`src/rtl/mbx_pkg.sv`:
```
package mbx_pkg;

  localparam int CTRL_SLOTS = 4;
  localparam int SLOT_BELL  = 0;
  localparam int SLOT_LOCK  = 1;
  localparam int SLOT_OVR   = 2;

  typedef enum logic [1:0] {
    VIEW_ZERO,
    VIEW_LOCK,
    VIEW_OVR,
    VIEW_DATA
  } view_e;

  // What a given slot index presents on a read port.
  function automatic view_e slot_view(int unsigned idx, int unsigned n_data);
    if (idx == SLOT_LOCK) return VIEW_LOCK;
    if (idx == SLOT_OVR)  return VIEW_OVR;
    if (idx >= CTRL_SLOTS && idx < CTRL_SLOTS + n_data) return VIEW_DATA;
    return VIEW_ZERO;
  endfunction

  // Next overwrite bit for one data slot.
  function automatic logic ovr_next(logic cur, logic wr, logic locked,
                                    logic clr_we, logic keep);
    if (wr && locked) return 1'b1;
    if (clr_we)       return cur & keep;
    return cur;
  endfunction

endpackage

```
`src/rtl/mbx_slot_decode.sv`:
```
module mbx_slot_decode #(
  parameter int AW    = 5,
  parameter int BASE  = 4,
  parameter int COUNT = 28
) (
  input  logic             en,
  input  logic [AW-1:0]    addr,
  output logic [COUNT-1:0] hit
);
  for (genvar j = 0; j < COUNT; j++) begin : g_hit
    assign hit[j] = en && (addr == AW'(BASE + j));
  end
endmodule

```
`src/rtl/mbx_slot_bank.sv`:
```
module mbx_slot_bank
  import mbx_pkg::*;
#(
  parameter int DW     = 32,
  parameter int N_DATA = 28
) (
  input  logic                         clk,
  input  logic                         rst_n,
  input  logic [N_DATA-1:0]            wr_hit,
  input  logic [N_DATA-1:0]            rd_hit,
  input  logic [DW-1:0]                wdata,
  input  logic                         ovr_we,
  input  logic [N_DATA-1:0]            ovr_keep,
  output logic [N_DATA-1:0][DW-1:0]    data_q,
  output logic [N_DATA-1:0]            lock_q,
  output logic [N_DATA-1:0]            ovr_q
);
  for (genvar j = 0; j < N_DATA; j++) begin : g_slot
    always_ff @(posedge clk or negedge rst_n) begin
      if (!rst_n) begin
        data_q[j] <= '0;
        lock_q[j] <= 1'b0;
        ovr_q[j]  <= 1'b0;
      end else begin
        if (wr_hit[j]) data_q[j] <= wdata;
        // a write in the same cycle as a read keeps the lock
        if (wr_hit[j])      lock_q[j] <= 1'b1;
        else if (rd_hit[j]) lock_q[j] <= 1'b0;
        ovr_q[j] <= ovr_next(ovr_q[j], wr_hit[j], lock_q[j], ovr_we, ovr_keep[j]);
      end
    end
  end
endmodule

```
`src/rtl/mbx_irq_gen.sv`:
```
module mbx_irq_gen #(
  parameter int N_DIRECT = 8
) (
  input  logic                clk,
  input  logic                rst_n,
  input  logic                bell_set,
  input  logic                bell_ack,
  input  logic [N_DIRECT-1:0] dir_wr,
  input  logic [N_DIRECT-1:0] dir_rd,
  output logic                bulk_irq,
  output logic [N_DIRECT-1:0] direct_irq
);
  always_ff @(posedge clk or negedge rst_n) begin
    if (!rst_n)         bulk_irq <= 1'b0;
    else if (bell_set)  bulk_irq <= 1'b1;
    else if (bell_ack)  bulk_irq <= 1'b0;
  end

  for (genvar k = 0; k < N_DIRECT; k++) begin : g_dir
    always_ff @(posedge clk or negedge rst_n) begin
      if (!rst_n)         direct_irq[k] <= 1'b0;
      else if (dir_wr[k]) direct_irq[k] <= 1'b1;
      else if (dir_rd[k]) direct_irq[k] <= 1'b0;
    end
  end
endmodule

```
`src/rtl/mbx_mailbox.sv`:
```
module mbx_mailbox
  import mbx_pkg::*;
#(
  parameter int DW       = 32,
  parameter int N_BULK   = 20,
  parameter int N_DIRECT = 8,
  parameter int AW       = $clog2(CTRL_SLOTS + N_BULK + N_DIRECT)
) (
  input  logic                clk,
  input  logic                rst_n,
  input  logic                tx_wr_en,
  input  logic [AW-1:0]       tx_addr,
  input  logic [DW-1:0]       tx_wdata,
  output logic [DW-1:0]       tx_rdata,
  input  logic                rx_rd_en,
  input  logic [AW-1:0]       rx_addr,
  output logic [DW-1:0]       rx_rdata,
  input  logic                rx_bulk_ack,
  output logic                bulk_irq,
  output logic [N_DIRECT-1:0] direct_irq
);
  localparam int N_DATA  = N_BULK + N_DIRECT;
  localparam int N_VIEW  = 2 ** AW;

  // named internal events, observed by the bound checker
  logic [N_DATA-1:0]         wr_hit;
  logic [N_DATA-1:0]         rd_hit;
  logic                      bell_set;
  logic                      ovr_we;
  logic [N_DATA-1:0][DW-1:0] data_q;
  logic [N_DATA-1:0]         lock_d;
  logic [N_DATA-1:0]         ovr_d;
  logic [DW-1:0]             lock_word;
  logic [DW-1:0]             ovr_word;
  logic [N_VIEW-1:0][DW-1:0] view;

  assign bell_set = tx_wr_en && (tx_addr == AW'(SLOT_BELL)) && tx_wdata[0];
  assign ovr_we   = tx_wr_en && (tx_addr == AW'(SLOT_OVR));

  mbx_slot_decode #(.AW(AW), .BASE(CTRL_SLOTS), .COUNT(N_DATA)) u_wr_dec (
    .en(tx_wr_en), .addr(tx_addr), .hit(wr_hit)
  );

  mbx_slot_decode #(.AW(AW), .BASE(CTRL_SLOTS), .COUNT(N_DATA)) u_rd_dec (
    .en(rx_rd_en), .addr(rx_addr), .hit(rd_hit)
  );

  mbx_slot_bank #(.DW(DW), .N_DATA(N_DATA)) u_bank (
    .clk      (clk),
    .rst_n    (rst_n),
    .wr_hit   (wr_hit),
    .rd_hit   (rd_hit),
    .wdata    (tx_wdata),
    .ovr_we   (ovr_we),
    .ovr_keep (tx_wdata[CTRL_SLOTS +: N_DATA]),
    .data_q   (data_q),
    .lock_q   (lock_d),
    .ovr_q    (ovr_d)
  );

  mbx_irq_gen #(.N_DIRECT(N_DIRECT)) u_irq (
    .clk        (clk),
    .rst_n      (rst_n),
    .bell_set   (bell_set),
    .bell_ack   (rx_bulk_ack),
    .dir_wr     (wr_hit[N_DATA-1 -: N_DIRECT]),
    .dir_rd     (rd_hit[N_DATA-1 -: N_DIRECT]),
    .bulk_irq   (bulk_irq),
    .direct_irq (direct_irq)
  );

  always_comb begin
    lock_word = '0;
    ovr_word  = '0;
    lock_word[CTRL_SLOTS +: N_DATA] = lock_d;
    ovr_word[CTRL_SLOTS +: N_DATA]  = ovr_d;
  end

  for (genvar i = 0; i < N_VIEW; i++) begin : g_view
    if (slot_view(i, N_DATA) == VIEW_LOCK) begin : g_lock
      assign view[i] = lock_word;
    end else if (slot_view(i, N_DATA) == VIEW_OVR) begin : g_ovr
      assign view[i] = ovr_word;
    end else if (slot_view(i, N_DATA) == VIEW_DATA) begin : g_data
      assign view[i] = data_q[i - CTRL_SLOTS];
    end else begin : g_zero
      assign view[i] = '0;
    end
  end

  assign tx_rdata = view[tx_addr];
  assign rx_rdata = view[rx_addr];

endmodule

```
`config.mk`:
```
export PLATFORM = sky130hd
export DESIGN_NAME = mbx_mailbox
export DESIGN_NICKNAME = d
export VERILOG_FILES = /design/src/rtl/mbx_pkg.sv /design/src/rtl/mbx_slot_decode.sv /design/src/rtl/mbx_slot_bank.sv /design/src/rtl/mbx_irq_gen.sv /design/src/rtl/mbx_mailbox.sv
export SDC_FILE = /design/constraint.sdc
export NUM_CORES = 2
export LEC_CHECK = 0
export ABC_AREA = 1
export BUFFER_PORTS_ARGS = -buffer_cell sky130_fd_sc_hd__buf_2
export CAP_MARGIN = 5
export CORE_MARGIN = 5
export CORE_UTILIZATION = 45
export CTS_CLUSTER_DIAMETER = 200
export CTS_CLUSTER_SIZE = 28
export DETAILED_ROUTE_END_ITERATION = 12
export PLACE_DENSITY = 0.59
export SLEW_MARGIN = 20
export SYNTH_ARGS = -nofsm -noshare
export SYNTH_HDL_FRONTEND = slang
export SYNTH_HIERARCHICAL = 1
export SYNTH_SLANG_ARGS = --single-unit
```
`constraint.sdc`:
```
create_clock -name clk -period 1.36 [get_ports clk]
set_input_delay 0.136 -clock clk [delete_from_list [all_inputs] [get_ports clk]]
set_output_delay 0.136 -clock clk [all_outputs]
set_load 0.01 [all_outputs]
```
==> out/summary.json <==
{
  "finish": {
    "stdcell_area_um2": 74900,
    "final_net_count": 10200,
    "drive_above_1_share_pct": 22.5,
    "syn2layout_area_growth_pct": 24.2,
    "layout.filler_cells": 13100
  },
  "run_status": {
    "violations": "negative setup slack",
    "status": "finished with violations"
  },
  "pwr": {
    "comb_power_share_pct": 34.3,
    "p_per_area_nw_per_um2": 1080,
    "design_power_total_mw": 80.8,
    "clock_power_share_pct": 19.4,
    "fraction_of_power_spent_switching_nets_pct": 37.3,
    "power.ir.vdd_worst_uv": 885,
    "power.leakage_nw": 41.9,
    "net-switching-power_mw": 30.2,
    "seq_power_share_pct": 46.3,
    "p_int_mw": 50.7
  },
  "floorplanning": {
    "start_util_pct": 45.2,
    "chipHeight_um": 376,
    "chipWidth_um": 376,
    "io_pins": 120,
    "placeableCoreArea_um2": 133000,
    "std_cell_rows": 134,
    "fp.dieArea_um2": 141000
  },
  "clock_tree": {
    "clk_transition_reported_paths_ps": 120,
    "cts_tree": "built",
    "cts.root.buffer_cell": "clkbuf_16",
    "cts.path.max_buffers": 3,
    "tritoncts.num_buffers": 40,
    "clk-insertion-delay-late_ps": 710,
    "cts.htree.levels": 2,
    "clock_sink_count": 961
  },
  "global_routing": {
    "grt_overflow_total": 0,
    "grt_start_max_net_pins": 80,
    "grt_most_used_layer": "met2",
    "grt_util_all_layers_pct": 35.9,
    "grt_antenna_before_repair": 10,
    "first_global_vias": 62100,
    "global_route.usage.met3_pct": 8.11,
    "grtUsageMet1_pct": 48.1,
    "grt_pass1_wl_mm": 389,
    "met2_usage_pct": 54.7
  },
  "synthesis": {
    "synth.distinct_cells": 20,
    "yosys_warnings": 6,
    "synth_seq_area_share_pct": 39.9,
    "netlist_area_um2": 60300,
    "synth_cells": 9710,
    "syn-num-nets": 9757,
    "ff_latch_count_synth": 961,
    "post_synth.cell_area_avg_um2": 6.21
  },
  "timing": {
    "period_needed_ps": 2220,
    "final_worst_path_period_share_pct": 163,
    "grt_setup_unrepaired": "yes",
    "hold_violations": 0,
    "tightestPinTransition_ps": 931,
    "worst_slew_margin_rel_pct": 37.9,
    "fin_skew_ps": 18.7,
    "clock.fmax_mhz": 451,
    "setup_slack_ps": -858,
    "final-max-slew-violation-count": 0,
    "finalSetupViolations": 70
  },
  "setup_path": {
    "path_class": "flip-flop to output pin",
    "crit_path_max_fanout": 2,
    "worstSetupStartpointType": "flip-flop",
    "timing.critical_path.to_type": "output pin",
    "worst-endpoint-required_ps": 1220,
    "cp.arrival_ps": 2080
  },
  "drt": {
    "detail_route.first_pass.iterations": 8,
    "num_vias": 65400,
    "detail_route.wirelength_mm": 262,
    "via_per_inst": 5.47,
    "drt_first_iter_violations": 7746,
    "final_ant_viol_nets": 0,
    "drc": 0,
    "avgRoutedWirePerCell_um": 21.9
  },
  "placed_design": {
    "dp_hpwl_mm": 175,
    "place.gp.congestion": 0.986,
    "portBuffers": 119,
    "area_of_placed_instances_um2": 68900
  },
  "min_path": {
    "hold_class": "input pin to flip-flop"
  },
  "job": {
    "cap_violations": 0
  }
}
[cell usage after synthesis (all sizes together)]
cell type  number  share of area (%)
a21oi         112               0.93
buf           625                6.1
clkbuf         71               0.44
dfrtp         961                 40
inv          1115                7.0
nand2        5269                 33
nand3        1393                 12
nor2          102               0.75
nor4            2              0.021
o21ai          59               0.49
o21bai          1              0.012
[flip-flops by register name, summed over array words and instances, names as in the netlist]
name              flops
u_bank/data_q       896
u_bank/lock_q        28
u_bank/ovr_q         28
u_irq/direct_irq      8
u_irq/bulk_irq        1
[per-stage QoR]
stage | hold WS (ps) | instances | utilization, % | setup WS [ps] | setup TNS [ps]
5_1_grt | 33.5 | 12000 | 56.1 | -932 | -50780
3_5_place_dp | 329 | 11700 | 51.7 | -790 | -435660
4_1_cts | 0.730 | 11800 | 54.4 | -847 | -47540
3_3_place_gp | 322 | 11700 | 51.7 | -817 | -426320
2_1_floorplan | -160 | 9710 | - | 3.63 | 0
6_report | 12.3 | 12000 | 56.2 | -858 | -46340
[cell families (layout without fill, tap and decap cells)]
family | count (synthesis) | after routing | synth area share (%)
and+or+nand+nor | 6766 | 6766 | 45.2
buffers and inverters | 1811 | 2283 | 13.5
DFF | 961 | 961 | 39.9
AOI/OAI and AO/OA | 172 | 172 | 1.43
other | 0 | 11 | 0
[layer usage]
metal | part of all wire, % | up-vias | routed length, um
met5 | 0.0092 | - | 24
met4 | 6.2 | 4 | 16200
met3 | 11 | 877 | 28300
met2 | 43 | 3615 | 113000
met1 | 40 | 30900 | 105000
li1 | - | 30000 | -
[final timing paths]
path                                                     start                              to  slack, ps  cells past startpoint
worst max register to register      u_irq/bulk_irq$_DFFE_PN0P_      u_irq/bulk_irq$_DFFE_PN0P_        220                      3
worst min-delay path                              tx_wdata[14]  u_bank/data_q[462]$_DFFE_PN0P_         10                      3
max in group asynchronous                                rst_n  u_bank/data_q[472]$_DFFE_PN0P_        550                      4
worst min register to register  u_bank/data_q[399]$_DFFE_PN0P_  u_bank/data_q[399]$_DFFE_PN0P_        480                      2
worst max-delay path            u_bank/data_q[520]$_DFFE_PN0P_                     tx_rdata[8]       -860                     12
min in group asynchronous                                rst_n  u_bank/data_q[481]$_DFFE_PN0P_        190                      3
[critical path: stages, from the launching register on]
cell,delay [ps]
dfrtp_1,420
inv_2,70
nand2_2,50
nand3_1,80
nand2_1,70
nand2_1,70
nand2_2,50
inv_2,90
nand2_4,70
nand2_2,70
nand2_2,70
buf_12,150
buf_6,120
[what timing repair did]
| item | 4_1_cts | 5_1_grt |
|---|---|---|
| hold buffers | 32 | 0 |
| gates resized for setup | 697 | 550 |
| pin swaps | 300 | 383 |
| hold endpoints to repair | 1607 | 0 |
| buffers inserted | 50 | 108 |
| endpoints found under the setup margin | 73 | 73 |
[layout make-up]
| cell class | count | area [um^2] | share of cell area (%) |
|---|---|---|---|
| tap | 1768 | 2210 | 2.95 |
| multi-input combinational | 6938 | 31400 | 42.0 |
| clock inverter | 2 | 36.3 | 0.0485 |
| inverter | 1115 | 4240 | 5.67 |
| timing repair buffer | 1124 | 11800 | 15.8 |
| antenna | 11 | 27.5 | 0.0368 |
| sequential | 961 | 24100 | 32.1 |
| clock buffer | 42 | 1050 | 1.40 |
[power by group through the flow]
stage,Sequential (mW),Clock [mW],Combinational [mW]
finish,37.4,15.7,27.7
global route,38.0,16.8,30.7
CTS,37.2,16.0,25.4
detailed placement,37.6,0,23.6
global placement,37.5,0,23.2
floorplan,36.8,0,14.6
[placed cells by master (no fill, tap or decap)]
master / count
clkinv_2: 1
nand2_2: 326
nand3_4: 17
buf_2: 54
nor4_1: 1
nand3_2: 224
inv_1: 723
dfrtp_1: 957
nor4_4: 1
inv_8: 2
diode_2: 11
o21ai_0: 31
o21bai_1: 1
a21oi_2: 43
nor2_1: 36
a21oi_1: 68
buf_6: 62
dlygate4sd3_1: 32
o21ai_1: 28
inv_16: 2
buf_8: 6
nand2_1: 4864
buf_12: 252
nand2_4: 71
clkbuf_16: 42
inv_4: 5
inv_2: 382
a21oi_4: 1
nor2_2: 15
nor2_4: 51
dfrtp_2: 4
buf_4: 718
nand3_1: 1152
clkinv_8: 2
nand2_8: 8
No activity file was read; power rests on OpenSTA's default activity.
